--- config.mk ---
export PLATFORM = sky130hd
export DESIGN_NAME = pt_walker
export DESIGN_NICKNAME = d
export VERILOG_FILES = /design/src/rtl/pt_walker.sv
export SDC_FILE = /design/constraint.sdc
export NUM_CORES = 1
export LEC_CHECK = 0
export ABC_AREA = 1
export BUFFER_PORTS_ARGS = -buffer_cell sky130_fd_sc_hd__buf_4
export CORE_ASPECT_RATIO = 1.25
export CORE_UTILIZATION = 46
export DETAILED_ROUTE_END_ITERATION = 10
export GPL_TIMING_DRIVEN = 0
export PLACE_DENSITY = 0.79
export SETUP_SLACK_MARGIN = 0.4
export SLEW_MARGIN = 0
export SYNTH_ARGS = -nofsm -noshare
export SYNTH_HDL_FRONTEND = slang
export SYNTH_SLANG_ARGS = --single-unit
--- constraint.sdc ---
create_clock -name clk -period 2.7 [get_ports clk]
set_clock_uncertainty 0.1 [all_clocks]
set_input_delay 0.27 -clock clk [delete_from_list [all_inputs] [get_ports clk]]
set_output_delay 0.27 -clock clk [all_outputs]
set_load 0.02 [all_outputs]
--- src/rtl/pt_walker.sv ---
module pt_walker #(
  parameter int VA_W = 12,
  parameter int PA_W = 9,
  parameter int OFF_W = 5,
  parameter int PTE_W = 8,
  parameter logic [PA_W-1:0] SYS_BASE = 9'h1E0,
  parameter logic [VA_W-1:0] USR_BASE = 12'h380
) (
  input  logic            clk,
  input  logic            rst_n,
  input  logic            req_valid,
  output logic            req_ready,
  input  logic [VA_W-1:0] req_va,
  output logic            rsp_valid,
  output logic            rsp_fault,
  output logic            rsp_fault_lvl,
  output logic [VA_W-1:0] rsp_fault_va,
  output logic [PA_W-1:0] rsp_pa,
  output logic            rsp_mod,
  output logic [1:0]      rsp_acc,
  output logic            mem_req,
  output logic [PA_W-1:0] mem_addr,
  input  logic            mem_ready,
  input  logic [PTE_W-1:0] mem_rdata
);
  localparam int VPN_W = VA_W - OFF_W;
  localparam int PFN_W = PA_W - OFF_W;

  typedef enum logic [2:0] {ST_IDLE, ST_SREQ, ST_SDAT, ST_UREQ, ST_UDAT, ST_DONE} st_t;
  st_t st;

  logic [VA_W-1:0]  va_q, ent_va_q;
  logic             user_q;
  logic [PFN_W-1:0] sys_pfn_q;

  wire             pte_v   = mem_rdata[PTE_W-1];
  wire             pte_m   = mem_rdata[PTE_W-2];
  wire [1:0]       pte_a   = mem_rdata[PTE_W-3 -: 2];
  wire [PFN_W-1:0] pte_pfn = mem_rdata[PFN_W-1:0];

  wire [VPN_W-1:0] sys_vpn = user_q ? ent_va_q[VA_W-1:OFF_W] : va_q[VA_W-1:OFF_W];

  assign req_ready = (st == ST_IDLE);
  assign rsp_valid = (st == ST_DONE);
  assign mem_req   = (st == ST_SREQ) || (st == ST_UREQ);
  assign mem_addr  = (st == ST_UREQ) ? {sys_pfn_q, ent_va_q[OFF_W-1:0]}
                                     : SYS_BASE + PA_W'(sys_vpn);

  always_ff @(posedge clk or negedge rst_n) begin
    if (!rst_n) begin
      st <= ST_IDLE;
      va_q <= '0;
      ent_va_q <= '0;
      user_q <= 1'b0;
      sys_pfn_q <= '0;
      rsp_fault <= 1'b0;
      rsp_fault_lvl <= 1'b0;
      rsp_fault_va <= '0;
      rsp_pa <= '0;
      rsp_mod <= 1'b0;
      rsp_acc <= '0;
    end else begin
      case (st)
        ST_IDLE: if (req_valid) begin
          va_q <= req_va;
          user_q <= |req_va[VA_W-1:VA_W-2];
          ent_va_q <= USR_BASE + VA_W'(req_va[VA_W-1:OFF_W]);
          st <= ST_SREQ;
        end
        ST_SREQ: if (mem_ready) st <= ST_SDAT;
        ST_UREQ: if (mem_ready) st <= ST_UDAT;
        ST_SDAT, ST_UDAT: begin
          if (!pte_v) begin
            rsp_fault <= 1'b1;
            rsp_fault_lvl <= (st == ST_UDAT);
            rsp_fault_va <= (st == ST_SDAT && user_q) ? ent_va_q : va_q;
            rsp_pa <= '0;
            rsp_mod <= 1'b0;
            rsp_acc <= '0;
            st <= ST_DONE;
          end else if (st == ST_SDAT && user_q) begin
            sys_pfn_q <= pte_pfn;
            st <= ST_UREQ;
          end else begin
            rsp_fault <= 1'b0;
            rsp_fault_lvl <= 1'b0;
            rsp_fault_va <= '0;
            rsp_pa <= {pte_pfn, va_q[OFF_W-1:0]};
            rsp_mod <= pte_m;
            rsp_acc <= pte_a;
            st <= ST_DONE;
          end
        end
        default: st <= ST_IDLE;
      endcase
    end
  end

  a_r8_addr_hold: assert property (@(posedge clk) disable iff (!rst_n)
    mem_req && !mem_ready |=> mem_req && $stable(mem_addr));
  a_r9_one_cycle_rsp: assert property (@(posedge clk) disable iff (!rst_n)
    rsp_valid |=> !rsp_valid);
  a_r1_busy_after_accept: assert property (@(posedge clk) disable iff (!rst_n)
    req_valid && req_ready |=> !req_ready);
  a_r2_sys_window: assert property (@(posedge clk) disable iff (!rst_n)
    mem_req && st == ST_SREQ |-> mem_addr >= SYS_BASE);
  a_r7_fault_zero_pa: assert property (@(posedge clk) disable iff (!rst_n)
    rsp_valid && rsp_fault |-> rsp_pa == '0 && !rsp_mod && rsp_acc == '0);
  a_r5_offset_kept: assert property (@(posedge clk) disable iff (!rst_n)
    rsp_valid && !rsp_fault |-> rsp_pa[OFF_W-1:0] == va_q[OFF_W-1:0]);
endmodule

# Yosys cells after proc, flatten, opt, wreduce, memory -nomap -nowiden

Cells that the tools add are included.

Reductions and logical operators: 9
Equality and inequality tests: 9
Mux-type cells: 20
Add/subtract/negate cells: 2

Operator list:

| kind                    | count |
|---|---|
| $mux W12                | 3 |
| $mux W9                 | 3 |
| $mux W3                 | 5 |
| $pmux W3 S4             | 1 |
| $add A10 B7 Y11 const A | 1 |
| $add A6 B8 Y9 const A   | 1 |
| $ne A2 B2 Y1 const B    | 4 |
| $mux W7                 | 1 |
| $eq A3 B2 Y1 const B    | 2 |
| $eq A3 B3 Y1 const B    | 2 |
| $reduce_and A3 Y1       | 2 |
| $mux W1                 | 5 |
| $mux W2                 | 2 |
| $reduce_and A2 Y1       | 2 |
| $reduce_or A2 Y1        | 2 |
| $eq A3 B1 Y1 const B    | 1 |
| $logic_not A3 Y1        | 1 |
| $logic_and A1 B1 Y1     | 1 |
| $logic_or A1 B1 Y1      | 1 |

Input bits: 24
Word-level logic and storage cells: 51
Output and inout bits: 38
Register bits after elaboration: 58

# Logic depth before layout (Yosys ltp)

Gate-level depths: netlist of the first run.

Depth after elaboration: 5
Depth in mapped cells: 7
Mapped depth without buffers: 7

# Worst setup path before layout of the first run

OpenSTA, ideal clock, no wires.

Path kind: register to output
Start: register st[2]
End: output port mem_addr[2]
Required time: 2330 ps
Arrival: 1453 ps
Path slack: 877 ps
Buffers on the path: 0
Stages on the path, launching flop included: 6
Path through: dfrtp_1 -> nor2_4 -> nand2_2 -> nand2_1 -> inv_1 -> o21ai_0

Longest elaborated chain between the ends: 2

Ends and longest elaborated chain:

| what                     | line | text |
|---|---|---|
| start: declaration       | 30   | `st_t st;` |
| start signal: assignment | 51   | `st <= ST_IDLE;` |
| start signal: assignment | 68   | `st <= ST_SREQ;` |
| start signal: assignment | 70   | `ST_SREQ: if (mem_ready) st <= ST_SDAT;` |
| $eq A3 B2 Y1             | 46   | `assign mem_addr = (st == ST_UREQ) ? {sys_pfn_q, ent_va_q[OFF_W-1:0]}` |
| $mux W9                  | 46   |  |
| end: declaration         | 22   | `output logic [PA_W-1:0] mem_addr,` |

Every way passes these cells.

# Final worst setup path of the first run

Start: register st[0]
End: output port mem_addr[2]

The elaborated chain is that of the path after synthesis.

==> results of run 1 <==
[final cells by class]
type	count	area, um2	share of cell area
Inverter	23	86.3	0.0306
Clock buffer	8	100	0.0355
Tap cell	58	72.6	0.0257
Timing Repair Buffer	62	468	0.166
Sequential cell	47	1180	0.417
Multi-Input combinational cell	174	843	0.299
Buffer	7	73.8	0.0262
[worst paths after layout]
kind,depth (start not counted),slack (ns),start,to
setup reg to reg,5,1.15,st[1],va_q[10]
max in group asynchronous,2,1.70,rst_n,rsp_fault_va[2]
hold / removal,3,0.06,req_va[1],va_q[1]
setup / recovery,8,0.65,st[0],mem_addr[2]
hold reg to reg,2,0.38,va_q[2],va_q[2]
min in group asynchronous,2,0.39,rst_n,sys_pfn_q[2]
[report_power, final]
group          leakage [nW]  internal [mW]  switching (mW)
registers             0.595           1.01           0.198
logic                 0.853          0.773            1.16
clock network        0.0515          0.234           0.224
total                  1.50           2.02            1.58
[cells by family (layout without fill, tap and decap cells)]
group | count (synthesis) | count (layout) | synth area share
fa+ha+maj | 1 | 1 | 0.00575
buf+inv | 30 | 100 | 0.0736
flops | 47 | 47 | 0.540
compound gates | 44 | 44 | 0.118
simple gates | 129 | 129 | 0.263
[state kept, by name, indices dropped and copies added, names as in the netlist]
signal,count
rsp_fault_lvl,1
st,3
user_q,1
rsp_fault,1
sys_pfn_q,4
va_q,11
rsp_mod,1
rsp_fault_va,12
ent_va_q,2
rsp_acc,2
rsp_pa,9
[cell usage in the layout (no fill, tap or decap), drive strengths merged, types with 2 or more instances in the layout]
cell type	netlist	layout
or2	2	2
dfrtp	47	47
inv	23	23
nor2	7	7
nand3	10	10
nand2	105	105
clkbuf	1	9
o21ai	42	42
buf	6	67
nand4	5	5
[worst min-delay path: stages]
cell and delay (ns):
buf_4 0.07, nand2_1 0.04, nand2_1 0.05
[timing repair]
action                                 4_1_cts  5_1_grt
resized for setup                            0        2
buffers inserted                             0        0
endpoints found under the hold margin       47        0
setup endpoints to repair                    0        1
hold buffers                                 1        0
[per-layer routing]
layer | part of all wire | global-route usage | up-vias
li1 | - | - | 938
met1 | 0.44 | 0.258 | 844
met2 | 0.49 | 0.339 | 62
met3 | 0.055 | 0.0474 | 6
met4 | 0.015 | 0.0932 | 0
met5 | 0 | 0 | -
[per-stage QoR]
step | hold slack (ns) | cells
global route | 0.0640 | 379
CTS | 0.0547 | 379
global placement | 0.206 | 370
finish | 0.0601 | 379
floorplan | -0.126 | 251
detailed placement | 0.211 | 370
==> impl_results.md, run 1 <==
* Status: complete, no violations
* Avg Vias per Cell at around 4.9
* Root Buffer: clkbuf_8
* Yosys top cell area share at 0.540
* Ratio of final minimum period to clock period at 0.758
* Avg Inst Size Synth at 8.67 um2
* EDFF count, synth at 0
* Detailed Route Iter0 Violations at approximately 120
* Final Slew Violations at 0
* # fillers at 395
* Yosys cell types at 26
* Total negative slack at 0 ns
* Starting Density at 0.488
* Peak VDD IR at 0.600 mV
* Clk buf depth at 2
* Crit path launch type: flip-flop
* Setup-failing EPs final at 0
* Least-Margin Pin Slew at approximately 0.58 ns
* Hold Vio Cnt, Final at 0
* Hold Path Class: input pin to flip-flop
* Top FF cell, synth: dfrtp_1
* Ys async rst share at 1.00
* Syn Nets at 276
* All-layer global routing usage at 0.207
* Post-route antenna net violation count at 0
* RSZ-0062 raised after global routing: false
* Final Cell Area at 2820 um2
* Worst Path Buf+Inv at 3
* H-tree depth at 2
* Yosys warns at 0
* Most common cell in the netlist: nand2_1
* DR WL/cell at roughly 12 um
* TritonCTS clock tree: done
* Worst EP arrival at 1.68 ns
* Kind of cell adding the most delay to the critical path: buffers and inverters
* Clk sinks at 47
* I/O pin total at 62
* DRT Pass-1 Iters at 4
* Worst slack at placement at about 0.9 ns
* Die height at between 70 and 80 um
* Crit-path max cell delay at 0.42 ns
* Tmin final at 2.05 ns
* Setup WS post-layout at between 0.6 and 0.7 ns
* Die W at 63.5 um
* Crit-path max FO at 8
* First-pass GRT wire length at 7860 um
* Critical path, cell by cell: inv_1, nor2_4, nand2_2, nand2_2, inv_1, nand2_1, o21ai_1, buf_4
* Vias in the first global route at 1746
* Area after DPL at approximately 2700 um2
* Area Overhead vs Synth at 29.5%
* Total power at 3.60 mW
* CTS clk-pin slew, worst paths at around 0.08 ns
* Synth cell count leaders: nand2_1, dfrtp_1, o21ai_0
* CP required at 2.33 ns
* Mapped Area at 2180 um2
* RePlAce Congestion at 0.868
* Pin count of the biggest net entering global routing at 48
* Area leader, netlist: dfrtp_1
* Crit end category: output port
* IO Port Bufs at 61
* Max transition margin at 0.617
* Pwr Density at 1280 nW/um2
* Top post-synthesis cells by area: dfrtp_1, nand2_1, o21ai_0
* Net count, final at around 350
* Total congestion overflow at 0
* Final core utilization at 0.632
* Syn Inst Count at 251
* Yosys reg bits at 47
* Core Box Area at 4460 um2
* Max_cap viols at 0
* DRT Wirelength at around 4700 um
* Sequential fraction of the synthesis area at 0.540
* Post-DP HPWL at 3600 um
* Leak Pwr at between 1 and 1.5 nW
* Crit-path slowest cell: dfrtp_1
* Fraction of layout cells with a size suffix above 1 at 0.302
* DR DRC count at 0
* # rows at 27
* Crit path kind: flip-flop to output port
* Num CTS Buffers at 5
* Die Footprint at ~5000 um2
* Inserted Diodes at 0
* Initial antenna violation count at 0
* Clock Latency Late Sink at ~0.3 ns
* Max Fclk at around 500 MHz
* Via count at between 1500 and 2000
Note: power is estimated with default switching activity, not from simulation.
==> run 2: changes to the inputs <==
- clock period: 2.7 -> 2.1 ns (I/O delays scaled with it)
==> run 2 against run 1 <==
Setup slack got worse by 0.30 ns; count of clock-buffer cells in the layout unchanged; sequential cell count unchanged; clock power increased by 31%; largest power group unchanged; non-clock buffer count increased by 13; routed wire length increased by 13%; combinational power increased by 63%; critical path type unchanged; global-route usage increased by 1.2 points.
==> impl_results.md, run 2 (synthesis results as in run 1) <==
* Kind of cell adding the most delay to the critical path: flip-flops
* Crit path kind: flip-flop to output port
* Peak VDD IR at 0.812 mV (+35%)
* # rows at 27 (unchanged)
* Crit-path max FO at 5 (-3)
* CTS clk-pin slew, worst paths at 0.08 ns (about the same)
* Cell mode on critical path: nand2_8
* Max transition margin at 0.615 (-0.00148)
* I/O pin total at 62 (unchanged)
* Hold Vio Cnt, Final at 0 (unchanged)
* Via count at 1964 (+6.2%)
* Max_cap viols at 0 (unchanged)
* Min-Delay Endpoint: va_q[3]
* RePlAce Congestion at 0.868 (unchanged)
* Die W at 63.5 um (unchanged)
* Starting Density at 0.488 (unchanged)
* Detailed Route Iter0 Violations at 94 (-19%)
* Max reg flops at 12 (unchanged)
* Crit path launch type: flip-flop
* DRT Wirelength at 5370 um (+13%)
* Crit-path slowest cell: dfrtp_1
* Total negative slack at 0 ns (unchanged)
* Net count, final at 358 (+3.8%)
* Most common cell after layout, fill and taps aside: nand2_1
* Clk buf depth at 2 (unchanged)
* RSZ-0062 raised after global routing: true
* Tmin final at ~1.7 ns
* Area Overhead vs Synth at 43.0%
* Inserted Diodes at 0 (unchanged)
* Total congestion overflow at 0 (unchanged)
* Root Buffer: clkbuf_8
* All-layer global routing usage at 0.218 (+0.0117)
* H-tree depth at 2 (unchanged)
* Die height at 78.9 um (unchanged)
* Die Footprint at 5010 um2 (unchanged)
* Clk sinks at 47 (unchanged)
* Most frequent cells in the layout: nand2_1, buf_4, dfrtp_1
* Worst EP arrival at 1.43 ns (-0.25 ns)
* Pwr Density at 1700 nW/um2 (+33%)
* Most flop-heavy register: rsp_fault_va
* Setup-failing EPs final at 0 (unchanged)
* Vias in the first global route at 1840 (+5.4%)
* DR WL/cell at 13.7 um (+9.6%)
* Initial antenna violation count at 0 (unchanged)
* First-pass GRT wire length at 8330 um (+6.0%)
* Top Registers: rsp_fault_va x12, va_q x11, rsp_pa x9
* DRT Pass-1 Iters at 4 (unchanged)
* Critical path, cell by cell: inv_2, nor2_4, nand2_4, nand2_8, inv_8, nand2_8, o21ai_4, buf_6
* CP required at 1.79 ns (-0.54 ns)
* Fraction of layout cells with a size suffix above 1 at 0.383 (+0.0811)
* Crit-path max cell delay at 0.41 ns (about the same)
* Least-Margin Pin Slew at 0.577 ns (+0.00222 ns)
* Hold Path Class: input pin to flip-flop
* Reg-to-reg critical path startpoint: st[2]
* Total power at 5.28 mW (+47%)
* TritonCTS clock tree: done
* Avg Vias per Cell at 5.01 (+2.6%)
* DR DRC count at 0 (unchanged)
* Post-DP HPWL at 3600 um (unchanged)
* R2R cell count at 6 (+1)
* Pin count of the biggest net entering global routing at 48 (unchanged)
* Max Fclk at 574 MHz
* Critical R2R Capture: user_q
* Post-route antenna net violation count at 0 (unchanged)
* Core Box Area at 4460 um2 (unchanged)
* Setup slack, reg-to-reg at 0.50 ns (-0.65 ns)
* Crit end category: output port
* Ratio of final minimum period to clock period at 0.830
* Clock Latency Late Sink at 0.31 ns (about the same)
* IO Port Bufs at 61 (unchanged)
* # fillers at 360 (-8.9%)
* Worst Path Buf+Inv at 3 (unchanged)
* Hold Path Stages at 3 (unchanged)
* Status: complete, no violations
* Leak Pwr at 1.60 nW (+6.7%)
* Final Slew Violations at 0 (unchanged)
* Num CTS Buffers at 5 (unchanged)
* Hold Path Origin: req_va[3]
## run 2: cell types whose count changed in the layout (fill, tap and decap cells not counted), moves of 4 or more
cell | before | now
buf_6 | 2 | 9
nand2_1 | 99 | 93
o21ai_0 | 24 | 18
o21ai_4 | 0 | 4
## run 2: per-layer routing
layer	share of wire	wire, um	global-route usage
met1	0.42	2270	0.273
met2	0.51	2730	0.359
met3	0.044	236	0.0474
met4	0.025	132	0.102
met5	0	0	0
## run 2: worst max path at each step
stage	startpoint	to	slack, ns	cells after the start
finish	st[0]	mem_addr[2]	0.36	8
global route	st[2]	mem_addr[6]	0.27	6
CTS	st[0]	mem_addr[3]	0.39	8
detailed placement	st[2]	mem_addr[2]	0.36	6
global placement	st[2]	mem_addr[4]	0.43	6
floorplan	st[2]	mem_addr[2]	0.34	5
## run 2: final cells by class
type / instances / area (um2) / share of cell area
Buffer: 7 / 76.3 / 0.0245
Inverter: 23 / 93.8 / 0.0301
Clock buffer: 8 / 100 / 0.0322
Tap cell: 58 / 72.6 / 0.0233
Sequential cell: 47 / 1180 / 0.379
Multi-Input combinational cell: 174 / 978 / 0.314
Timing Repair Buffer: 75 / 612 / 0.197
## run 2: what timing repair did
action,in CTS,in global routing
endpoints found under the hold margin,50,0
gates resized for setup,22,31
hold buffers,4,0
buffers inserted,9,1
pin swaps,2,4
endpoints found under the setup margin,9,26
## run 2: report_power, final
part / switching, mW / internal (mW)
logic: 1.81 / 1.32
registers: 0.234 / 1.31
clock network: 0.297 / 0.301
## run 2: worst min-delay path: cells and delay by family
kind,cells,cell delay (ns)
AND/OR/NAND/NOR,2,0.09
buffers and inverters,1,0.08
## run 2: per-stage QoR
stage | cell area (um2) | std cells | util | setup WS, ns | hold slack, ns
final | 3110 | 392 | 0.698 | 0.358 | 0.000711
after global routing | 3110 | 392 | 0.698 | 0.271 | -0.00229
after CTS | 2970 | 391 | 0.666 | 0.389 | 0.00196
after detailed placement | 2710 | 370 | 0.607 | 0.358 | 0.151
after global placement | 2710 | 370 | 0.607 | 0.426 | 0.146
after floorplan | 2180 | 251 | - | 0.337 | -0.186
